**src/rtl/disp_attr_pkg.sv**
```systemverilog
package disp_attr_pkg;

    localparam int CODE_W    = 3;
    localparam int PWM_SLOTS = 15;
    localparam int SLOT_W    = $clog2(PWM_SLOTS);

    typedef logic [CODE_W-1:0] bright_code_t;
    typedef logic [SLOT_W-1:0] slot_t;

    // On-slot count per brightness code; non-linear, ends fully blank.
    function automatic slot_t on_slots(input bright_code_t code);
        slot_t n;
        case (code)
            3'd0:    n = slot_t'(15);
            3'd1:    n = slot_t'(12);
            3'd2:    n = slot_t'(8);
            3'd3:    n = slot_t'(6);
            3'd4:    n = slot_t'(4);
            3'd5:    n = slot_t'(3);
            3'd6:    n = slot_t'(2);
            default: n = slot_t'(0);
        endcase
        return n;
    endfunction

endpackage

```
**src/rtl/dat_blink_timebase.sv**
```systemverilog
module dat_blink_timebase #(
    parameter int BLINK_DIV = 28672
) (
    input  logic clk,
    input  logic rst,
    output logic phase_vis
);
    localparam int CNT_W = $clog2(BLINK_DIV);
    localparam int HALF  = BLINK_DIV / 2;
    localparam logic [CNT_W-1:0] LAST_CNT = CNT_W'(BLINK_DIV - 1);

    typedef struct packed {
        logic [CNT_W-1:0] cnt;
    } tb_state_t;

    tb_state_t st_d, st_q;

    always_comb begin
        st_d = st_q;
        if (st_q.cnt == LAST_CNT) begin
            st_d.cnt = '0;
        end else begin
            st_d.cnt = st_q.cnt + 1'b1;
        end
        if (rst) begin
            st_d.cnt = '0;
        end
    end

    always_ff @(posedge clk) begin
        st_q <= st_d;
    end

    assign phase_vis = (st_q.cnt < CNT_W'(HALF));

endmodule

```
**src/rtl/dat_pwm_frame.sv**
```systemverilog
module dat_pwm_frame
    import disp_attr_pkg::*;
(
    input  logic         clk,
    input  logic         rst,
    input  bright_code_t bright_code,
    output logic         gate,
    output slot_t        slot_o,
    output bright_code_t code_o
);
    localparam slot_t LAST_SLOT = slot_t'(PWM_SLOTS - 1);

    typedef struct packed {
        slot_t        slot;
        bright_code_t code;
    } pwm_state_t;

    pwm_state_t st_d, st_q;

    always_comb begin
        st_d = st_q;
        if (st_q.slot == LAST_SLOT) begin
            st_d.slot = '0;
            st_d.code = bright_code;     // capture only at frame boundary
        end else begin
            st_d.slot = st_q.slot + 1'b1;
        end
        if (rst) begin
            st_d.slot = '0;
            st_d.code = bright_code;
        end
    end

    always_ff @(posedge clk) begin
        st_q <= st_d;
    end

    assign gate   = (st_q.slot < on_slots(st_q.code));
    assign slot_o = st_q.slot;
    assign code_o = st_q.code;

endmodule

```
**src/rtl/dat_digit_mask.sv**
```systemverilog
module dat_digit_mask #(
    parameter int NUM_DIGITS = 8
) (
    input  logic                  phase_vis,
    input  logic                  blink_en,
    input  logic                  flash_en,
    input  logic [NUM_DIGITS-1:0] flash_attr,
    output logic [NUM_DIGITS-1:0] digit_vis
);
    for (genvar g = 0; g < NUM_DIGITS; g++) begin : g_digit
        logic blinking;
        // Global blink wins; otherwise the attribute gates flashing.
        assign blinking     = blink_en | (flash_en & flash_attr[g]);
        assign digit_vis[g] = phase_vis | ~blinking;
    end

endmodule

```
**src/rtl/disp_attr_timer.sv**
```systemverilog
module disp_attr_timer
    import disp_attr_pkg::*;
#(
    parameter int NUM_DIGITS = 8,
    parameter int BLINK_DIV  = 28672
) (
    input  logic                  clk,
    input  logic                  rst,
    input  logic [CODE_W-1:0]     bright_code,
    input  logic                  flash_en,
    input  logic                  blink_en,
    input  logic [NUM_DIGITS-1:0] flash_attr,
    output logic [NUM_DIGITS-1:0] digit_vis,
    output logic                  pwm_gate
);
    logic         blink_phase;
    slot_t        pwm_slot;
    bright_code_t pwm_code;

    dat_blink_timebase #(.BLINK_DIV(BLINK_DIV)) u_timebase (
        .clk       (clk),
        .rst       (rst),
        .phase_vis (blink_phase)
    );

    dat_pwm_frame u_pwm (
        .clk         (clk),
        .rst         (rst),
        .bright_code (bright_code),
        .gate        (pwm_gate),
        .slot_o      (pwm_slot),
        .code_o      (pwm_code)
    );

    dat_digit_mask #(.NUM_DIGITS(NUM_DIGITS)) u_mask (
        .phase_vis  (blink_phase),
        .blink_en   (blink_en),
        .flash_en   (flash_en),
        .flash_attr (flash_attr),
        .digit_vis  (digit_vis)
    );

endmodule

```
**config.mk**
```make
export PLATFORM = sky130hd
export DESIGN_NAME = disp_attr_timer
export DESIGN_NICKNAME = d
export VERILOG_FILES = /design/src/rtl/disp_attr_pkg.sv /design/src/rtl/dat_blink_timebase.sv /design/src/rtl/dat_pwm_frame.sv /design/src/rtl/dat_digit_mask.sv /design/src/rtl/disp_attr_timer.sv
export SDC_FILE = /design/constraint.sdc
export NUM_CORES = 1
export LEC_CHECK = 0
export BUFFER_PORTS_ARGS = -buffer_cell sky130_fd_sc_hd__buf_2
export CORE_ASPECT_RATIO = 0.9
export CORE_MARGIN = 10
export CORE_UTILIZATION = 52
export DETAILED_ROUTE_END_ITERATION = 8
export PLACE_DENSITY_LB_ADDON = 0.3
export SLEW_MARGIN = 5
export SYNTH_ARGS = -nofsm -noshare
export SYNTH_HDL_FRONTEND = slang
export SYNTH_SLANG_ARGS = --single-unit
```
**constraint.sdc**
```tcl
create_clock -name clk -period 1.7 [get_ports clk]
set_input_delay 0 -clock clk [delete_from_list [all_inputs] [get_ports clk]]
set_output_delay 0 -clock clk [all_outputs]
set_load 0.1 [all_outputs]
```
After elaboration in Yosys (flattened, before gate mapping)
Cells that the tools add are included.
Widths: inputs -> output; s select.
{"block": "totals", "regBits": 22, "in_bits": 15, "out_inout_bits": 9}
{"block": "op_classes", "bitwise_logic": 32, "reduce_logical": 4, "magnitude_cmp": 2, "n_addsub": 2, "eq_ne": 8, "mux": 3}
{"operator": "$pmux 4 s7", "count": 1}
{"operator": "$or 1x1->1", "count": 16}
{"operator": "$add 15x1->15 const B", "count": 1}
{"operator": "$eq 15x15->1 const B", "count": 1}
{"operator": "$lt 15x14->1 const B", "count": 1}
{"operator": "$eq 3x3->1 const B", "count": 3}
{"operator": "$and 1x1->1", "count": 8}
{"operator": "$not 1->1", "count": 8}
{"operator": "$eq 3x2->1 const B", "count": 2}
{"operator": "$mux 3", "count": 2}
{"operator": "$add 4x1->4 const B", "count": 1}
{"operator": "$eq 4x4->1 const B", "count": 1}
{"operator": "$lt 4x4->1", "count": 1}
{"operator": "$reduce_or 2->1", "count": 2}
{"operator": "$eq 3x1->1 const B", "count": 1}
{"operator": "$logic_not 3->1", "count": 1}
{"operator": "$reduce_bool 2->1", "count": 1}

Depth between registers and ports, before layout
Gate-level depths: netlist of the first run.
{"block": "logic_depth", "ltp_word": 4, "mapped_depth": 6}

Hierarchy
A second synthesis of the first run with hierarchy kept.
{"block": "unflattened", "hier_cells": 115, "hier_area_um2": 1124.8}
{"mod": "dat_blink_timebase", "instances": 1, "cells_per_inst": 68, "seq_area_each_um2": 300.3, "area_per_inst_um2": 653.1}
{"mod": "dat_pwm_frame", "instances": 1, "cells_per_inst": 29, "seq_area_each_um2": 170.2, "area_per_inst_um2": 366.6}
{"mod": "dat_digit_mask", "instances": 1, "cells_per_inst": 18, "seq_area_each_um2": 0.0, "area_per_inst_um2": 105.1}

Worst setup path after synthesis of the first run
OpenSTA, ideal clock, no wires.
{"block": "synth_timing", "kind": "register to output", "from": "register u_pwm.st_q (netlist bit u_pwm.code_o[2])", "to": "output pwm_gate", "path_stages_with_launch": 6, "arrival_time_ps": 1863, "n_path_buf": 0, "setup_slack_ps": -163, "cell_sequence": "edfxtp_1 -> xnor2_1 -> xnor2_1 -> ha_1 -> a21oi_1 -> o21a_1"}
{"block": "synth_via", "elab_chain_cells": 3}
{"element": "from (decl)", "line_no": "dat_pwm_frame.sv:18", "source": "pwm_state_t st_d, st_q;"}
{"element": "from (signal assigned)", "line_no": "dat_pwm_frame.sv:35", "source": "st_q <= st_d;"}
{"element": "$eq 3x3->1 (tied with other cells)", "line_no": "disp_attr_pkg.sv:13", "source": "case (code)"}
{"element": "$pmux 4 s7 (*)", "line_no": "disp_attr_pkg.sv:13"}
{"element": "$lt 4x4->1 (*)", "line_no": "dat_pwm_frame.sv:38", "source": "assign gate = (st_q.slot < on_slots(st_q.code));"}
{"element": "to (decl)", "line_no": "disp_attr_timer.sv:14", "source": "output logic pwm_gate"}
Mark *: on every way between the ends. The rest lies on a longest branch, timed or not.

Worst setup path after layout of the first run
Same ends and word-level chain as after synthesis.

==> impl_metrics.py, run 1 <==
metrics = {
    "critical_path": {
        "cp_num_buf_inv": 1,
        "crit_family": "flip-flops",
        "cp.required_ns": 1.70,
        "cp_cell_sequence": "xnor2_2 > xnor2_1 > ha_1 > a21oi_1 > o21a_2 > buf_12",
        "critPathLaunchType": "flop",
        "cp-end-kind": "output port",
        "critical_path_class": "reg2out",
        "ff2ff_setup_slack_ns": 0.14,
        "critPathArrivalTime_ns": 1.85,
        "crit_slowest_cell": "edfxtp_1",
        "max_stage_delay_ns": 0.47,
        "critPathMaxFanout": 3,
    },
    "floorplan": {
        "initial_core_util": 0.5663,
        "die_area_mm2": 0.004402,
        "rows": 15,
        "ios": 24,
        "chipHeight_um": 63.95,
        "die_w_um": 68.84,
        "core-area_mm2": 0.001971,
    },
    "synthesis": {
        "synth-edff-count": 3,
        "synth_largest_area_cell": "dfxtp_1",
        "synth-seq-cells": 22,
        "synthArstFlopShare": 0,
        "synth_common_cells": "20 x nor2_1, 19 x dfxtp_1, 11 x a21oi_1",
        "netlist_area_mm2": 0.001116,
        "avgSynthCellArea_um2": 9.301,
        "synthTopCellsByArea": "dfxtp_1 34%, edfxtp_1 8.1%, xor2_1 7.1%",
        "syn-num-nets": 141,
        "synthFlopType": "dfxtp_1",
        "yosysMostFrequentCell": "nor2_1",
        "synth_top_area_share": 0.3408,
        "ys_warn_count": 0,
        "syn_inst": 120,
        "synth.distinct_cells": 30,
        "seq_area_frac_synth": 0.4215,
    },
    "finish": {
        "syn_to_final_growth_pct": 24.89,
        "nets": 174,
        "utilization": 0.7073,
        "finalNonFillerCells": 177,
        "final_area_mm2": 0.001394,
        "multi_input_area_um2": 623.1,
        "nFillCells": 135,
        "regArea_um2": 470.5,
        "antenna_cells": 0,
        "drive_gt1_frac": 0.3158,
    },
    "clocking": {
        "htree_levels": 1,
        "clk_pin_slew_ns": 0.12,
        "clk_latency_ns": 0.32,
        "cts-root-buf": "clkbuf_4",
        "clockBufferDepth": 2,
        "clock-sinks": 22,
        "cts_tree": "built",
        "numCtsBuffers": 3,
    },
    "place": {
        "place.port_buffers": 23,
        "dp_hpwl_um": 1864,
        "dp.cells": 167,
        "place_area_mm2": 0.001279,
        "dp_worst_setup_slack_ns": 0.1389,
        "place_congestion": 0.9166,
    },
    "timing": {
        "finalWorstSetupSlack_ns": -0.1547,
        "tightestPinTransition_ns": 0.3139,
        "setup_viol": 1,
        "drv_slew": 0,
        "finalCritPeriodShare": 1.091,
        "fin_crit_ns": 1.855,
        "clock_skew_ns": 0.002094,
        "fmax_mhz": 539.2,
        "rsz0062_at_grt": "true",
        "hold_viol": 0,
        "holdWs_ns": 0.3936,
        "fin_tns_setup_ns": -0.1547,
        "maxSlewHeadroom": 0.7901,
    },
    "route": {
        "drt_first_pass_iters": 4,
        "wl_per_cell_um": 14.19,
        "ant_nets": 0,
        "vias_per_cell": 5.367,
        "dr_total_vias": 950,
        "drt_first_iter_violations": 17,
        "drt_wl_total_um": 2512,
        "drc_errors": 0,
    },
    "global_route": {
        "first_global_vias": 863,
        "antenna_found_initial": 0,
        "grt_overflow": 0,
        "grt_pass1_wl_um": 3836,
        "grtUsageTotal": 0.1114,
        "busiest_layer": "met2",
        "met1_usage": 0.1151,
        "grt_max_degree": 13,
        "use_met2": 0.1970,
        "use_met3": 0.04355,
    },
    "power_and_ir_drop": {
        "p_total_mw": 0.9741,
        "powerDensity_mw_per_mm2": 698.9,
        "peakVddDrop_mv": 0.5617,
        "leakage_nw": 0.5802,
    },
    "run": {
        "maxCapViolCount": 0,
    },
    "outcome": {
        "status": "finished with violations",
        "violations": "negative setup slack",
    },
    "worst_hold_path": {
        "hold_path.class": "in2reg",
    },
}
[final cells by class]
type                    instances  area share
repair buffers                 32      0.1634
flip-flops and latches         22      0.3375
inverters                       4     0.01077
multi-input cells              90      0.4470
clock buffers                   4     0.01885
well taps                      25     0.02244
[report_power, final]
part / switching (mW) / internal (mW) / total (mW) / leakage [nW]
Clock: 0.161 / 0.0920 / 0.253 / 0.0150
Combinational: 0.0854 / 0.0755 / 0.161 / 0.382
Sequential: 0.0165 / 0.544 / 0.560 / 0.184
Total: 0.263 / 0.711 / 0.974 / 0.580
[sequential cells by signal, summed over array words and instances, names as in the netlist]
| register | cells |
|---|---|
| u_timebase.st_q | 15 |
| u_pwm.slot_o | 4 |
| u_pwm.code_o | 3 |
[cells in the final DEF (no fill, tap or decap), types with 2 or more instances in the layout]
master,Yosys,final
nor2_1,20,20
dfxtp_1,19,19
buf_2,0,14
buf_4,0,13
a21oi_1,11,11
xor2_1,9,9
or2_2,8,8
nand4_1,6,6
ha_1,6,6
xnor2_1,6,5
inv_1,4,4
nand2_1,4,4
dlygate4sd3_1,0,4
nand3_1,3,3
clkbuf_4,0,3
edfxtp_1,3,3
and2_1,2,2
[cells by family after synthesis]
| group | after synthesis | share of synthesized area |
|---|---|---|
| multiplexers | 2 | 0.01906 |
| flip-flops | 22 | 0.4215 |
| XOR/XNOR | 15 | 0.1177 |
| adder cells (fa/ha/maj) | 6 | 0.06726 |
| buffers and inverters | 8 | 0.03363 |
| AO/OA/AOI/OAI | 18 | 0.09978 |
| AND/OR/NAND/NOR | 49 | 0.2410 |
[metal layers]
metal  up-vias  part of all wire
met3         3              0.10
met4         0             0.012
met1       443              0.41
met2        25              0.47
met5         -                 0
li1        479                 -
[final timing paths]
kind | from | end | depth (start not counted)
worst max-delay path | u_pwm.code_o[2]$_DFFE_PP_ | pwm_gate | 6
worst min-delay path | bright_code[0] | u_pwm.code_o[0]$_DFFE_PP_ | 2
worst max register to register | u_timebase.st_q[0]$_SDFF_PP0_ | u_timebase.st_q[9]$_SDFF_PP0_ | 5
worst min register to register | u_timebase.st_q[0]$_SDFF_PP0_ | u_timebase.st_q[0]$_SDFF_PP0_ | 1
[repair_timing]
action | in CTS | in global routing
hold endpoints to repair | 6 | 0
buffers inserted | 0 | 2
pin swaps | 3 | 2
endpoints found under the setup margin | 9 | 9
gates resized for setup | 9 | 1
hold buffers | 4 | 0
cloned | 0 | 0
No activity file was read; power rests on OpenSTA's default activity.
==> inputs of run 2 (changes only) <==
- SKIP_CTS_REPAIR_TIMING: not set -> 1
==> impl_metrics.py, run 2 (synthesis gave the netlist of run 1 again) <==
metrics = {
    "outcome": {
        "status": "finished with violations",
        "violations": "negative setup slack",
    },
    "finish": {
        "antenna_cells": 0,
        "final_cell_mix": "20 x nor2_1, 19 x dfxtp_1, 14 x buf_2",
        "regArea_um2": 470.5,
        "multi_input_area_um2": 626.9,
        "final_common_cell": "nor2_1",
        "nets": 173,
        "top_register": "u_timebase.st_q",
        "finalNonFillerCells": 176,
        "largest_reg_flops": 15,
        "drive_gt1_frac": 0.3179,
        "syn_to_final_growth_pct": 24.55,
        "utilization": 0.7054,
        "nFillCells": 137,
    },
    "clocking": {
        "clk_latency_ns": 0.32,
        "clk_pin_slew_ns": 0.12,
        "numCtsBuffers": 3,
        "clock-sinks": 22,
        "clockBufferDepth": 2,
        "htree_levels": 1,
        "cts_tree": "built",
        "cts-root-buf": "clkbuf_4",
    },
    "critical_path": {
        "cp_num_buf_inv": 1,
        "max_stage_delay_ns": 0.47,
        "cp-end-kind": "output port",
        "cp.required_ns": 1.70,
        "crit_family": "flip-flops",
        "critPathLaunchType": "flop",
        "crit_slowest_cell": "edfxtp_1",
        "critPathArrivalTime_ns": 1.86,
        "critPathMaxFanout": 3,
        "cp_cell_sequence": "xnor2_2 > xnor2_1 > ha_1 > a21oi_2 > o21a_2 > buf_12",
        "critical_path_class": "reg2out",
    },
    "floorplan": {
        "chipHeight_um": 63.95,
        "core-area_mm2": 0.001971,
        "ios": 24,
        "die_area_mm2": 0.004402,
        "die_w_um": 68.84,
        "initial_core_util": 0.5663,
        "rows": 15,
    },
    "timing": {
        "tightestPinTransition_ns": 0.3204,
        "fin_crit_ns": 1.855,
        "maxSlewHeadroom": 0.7857,
        "hold_viol": 0,
        "fmax_mhz": 539.0,
        "drv_slew": 0,
        "finalWorstSetupSlack_ns": -0.1554,
        "clock_skew_ns": 0.001978,
        "rsz0062_at_grt": "true",
        "finalCritPeriodShare": 1.091,
        "setup_viol": 1,
    },
    "route": {
        "drt_wl_total_um": 2521,
        "drt_first_iter_violations": 21,
        "ant_nets": 0,
        "vias_per_cell": 5.347,
        "wl_per_cell_um": 14.32,
        "drt_first_pass_iters": 4,
        "drc_errors": 0,
        "dr_total_vias": 941,
    },
    "power_and_ir_drop": {
        "powerDensity_mw_per_mm2": 701.8,
        "leakage_nw": 0.5773,
        "peakVddDrop_mv": 0.5620,
        "p_total_mw": 0.9755,
    },
    "global_route": {
        "grt_pass1_wl_um": 3525,
        "grtUsageTotal": 0.1003,
        "grt_max_degree": 13,
        "first_global_vias": 843,
        "antenna_found_initial": 0,
        "grt_overflow": 0,
    },
    "place": {
        "dp.cells": 167,
        "place_congestion": 0.9166,
        "place.port_buffers": 23,
        "dp_hpwl_um": 1864,
        "dp_worst_setup_slack_ns": 0.1389,
    },
    "run": {
        "maxCapViolCount": 0,
    },
    "worst_hold_path": {
        "hold_path.class": "in2reg",
    },
}
[run 2: changes by cell type in the layout (fill, tap and decap cells not counted)]
cell,change
buf_4,-9
a21oi_1,-1
a21oi_2,+1
clkbuf_4,+8
[run 2: path summary, 6_finish.rpt]
path | end | slack (ns) | start | depth (start not counted)
setup / recovery | pwm_gate | -0.16 | u_pwm.code_o[0]$_DFFE_PP_ | 6
hold / removal | u_pwm.code_o[0]$_DFFE_PP_ | 0.39 | bright_code[0] | 2
setup reg to reg | u_timebase.st_q[14]$_SDFF_PP0_ | 0.14 | u_timebase.st_q[0]$_SDFF_PP0_ | 6
hold reg to reg | u_timebase.st_q[0]$_SDFF_PP0_ | 0.45 | u_timebase.st_q[0]$_SDFF_PP0_ | 1
[run 2: cell type report]
cell class                 instances  area share
clock buffer                       4     0.01890
sequential                        22      0.3384
multi-input combinational         90      0.4509
tap                               25     0.02250
inverter                           4     0.01080
timing repair buffer              31      0.1584
[run 2: worst register-to-register path: stages (launching register included)]
cell and delay (ns):
dfxtp_1 0.37, ha_1 0.23, inv_1 0.11, nor4_4 0.30
buf_4 0.17, a31oi_1 0.07, a311oi_1 0.23
[run 2: layer usage]
metal  routed length, µm  part of all wire  track usage
met4                  30             0.012      0.03202
met5                   0                 0            0
met1                1033              0.41       0.1048
met2                1194              0.47       0.1763
met3                 263              0.10      0.04007
[run 2: where the power goes]
part / total, mW / internal [mW] / switching [mW]
Combinational: 0.162 / 0.0752 / 0.0871
Sequential: 0.560 / 0.544 / 0.0165
Clock: 0.253 / 0.0920 / 0.161
[run 2: stage by stage]
step                      cell area [µm²]  setup TNS [ns]  hold WS [ns]
after detailed placement             1279               0        0.1787
after CTS                            1305         -0.7276       -0.1499
final                                1390         -0.1554        0.3935
after global placement               1279               0        0.1761
after floorplan                      1117               0       0.07214
after global routing                 1390         -0.2150        0.4013
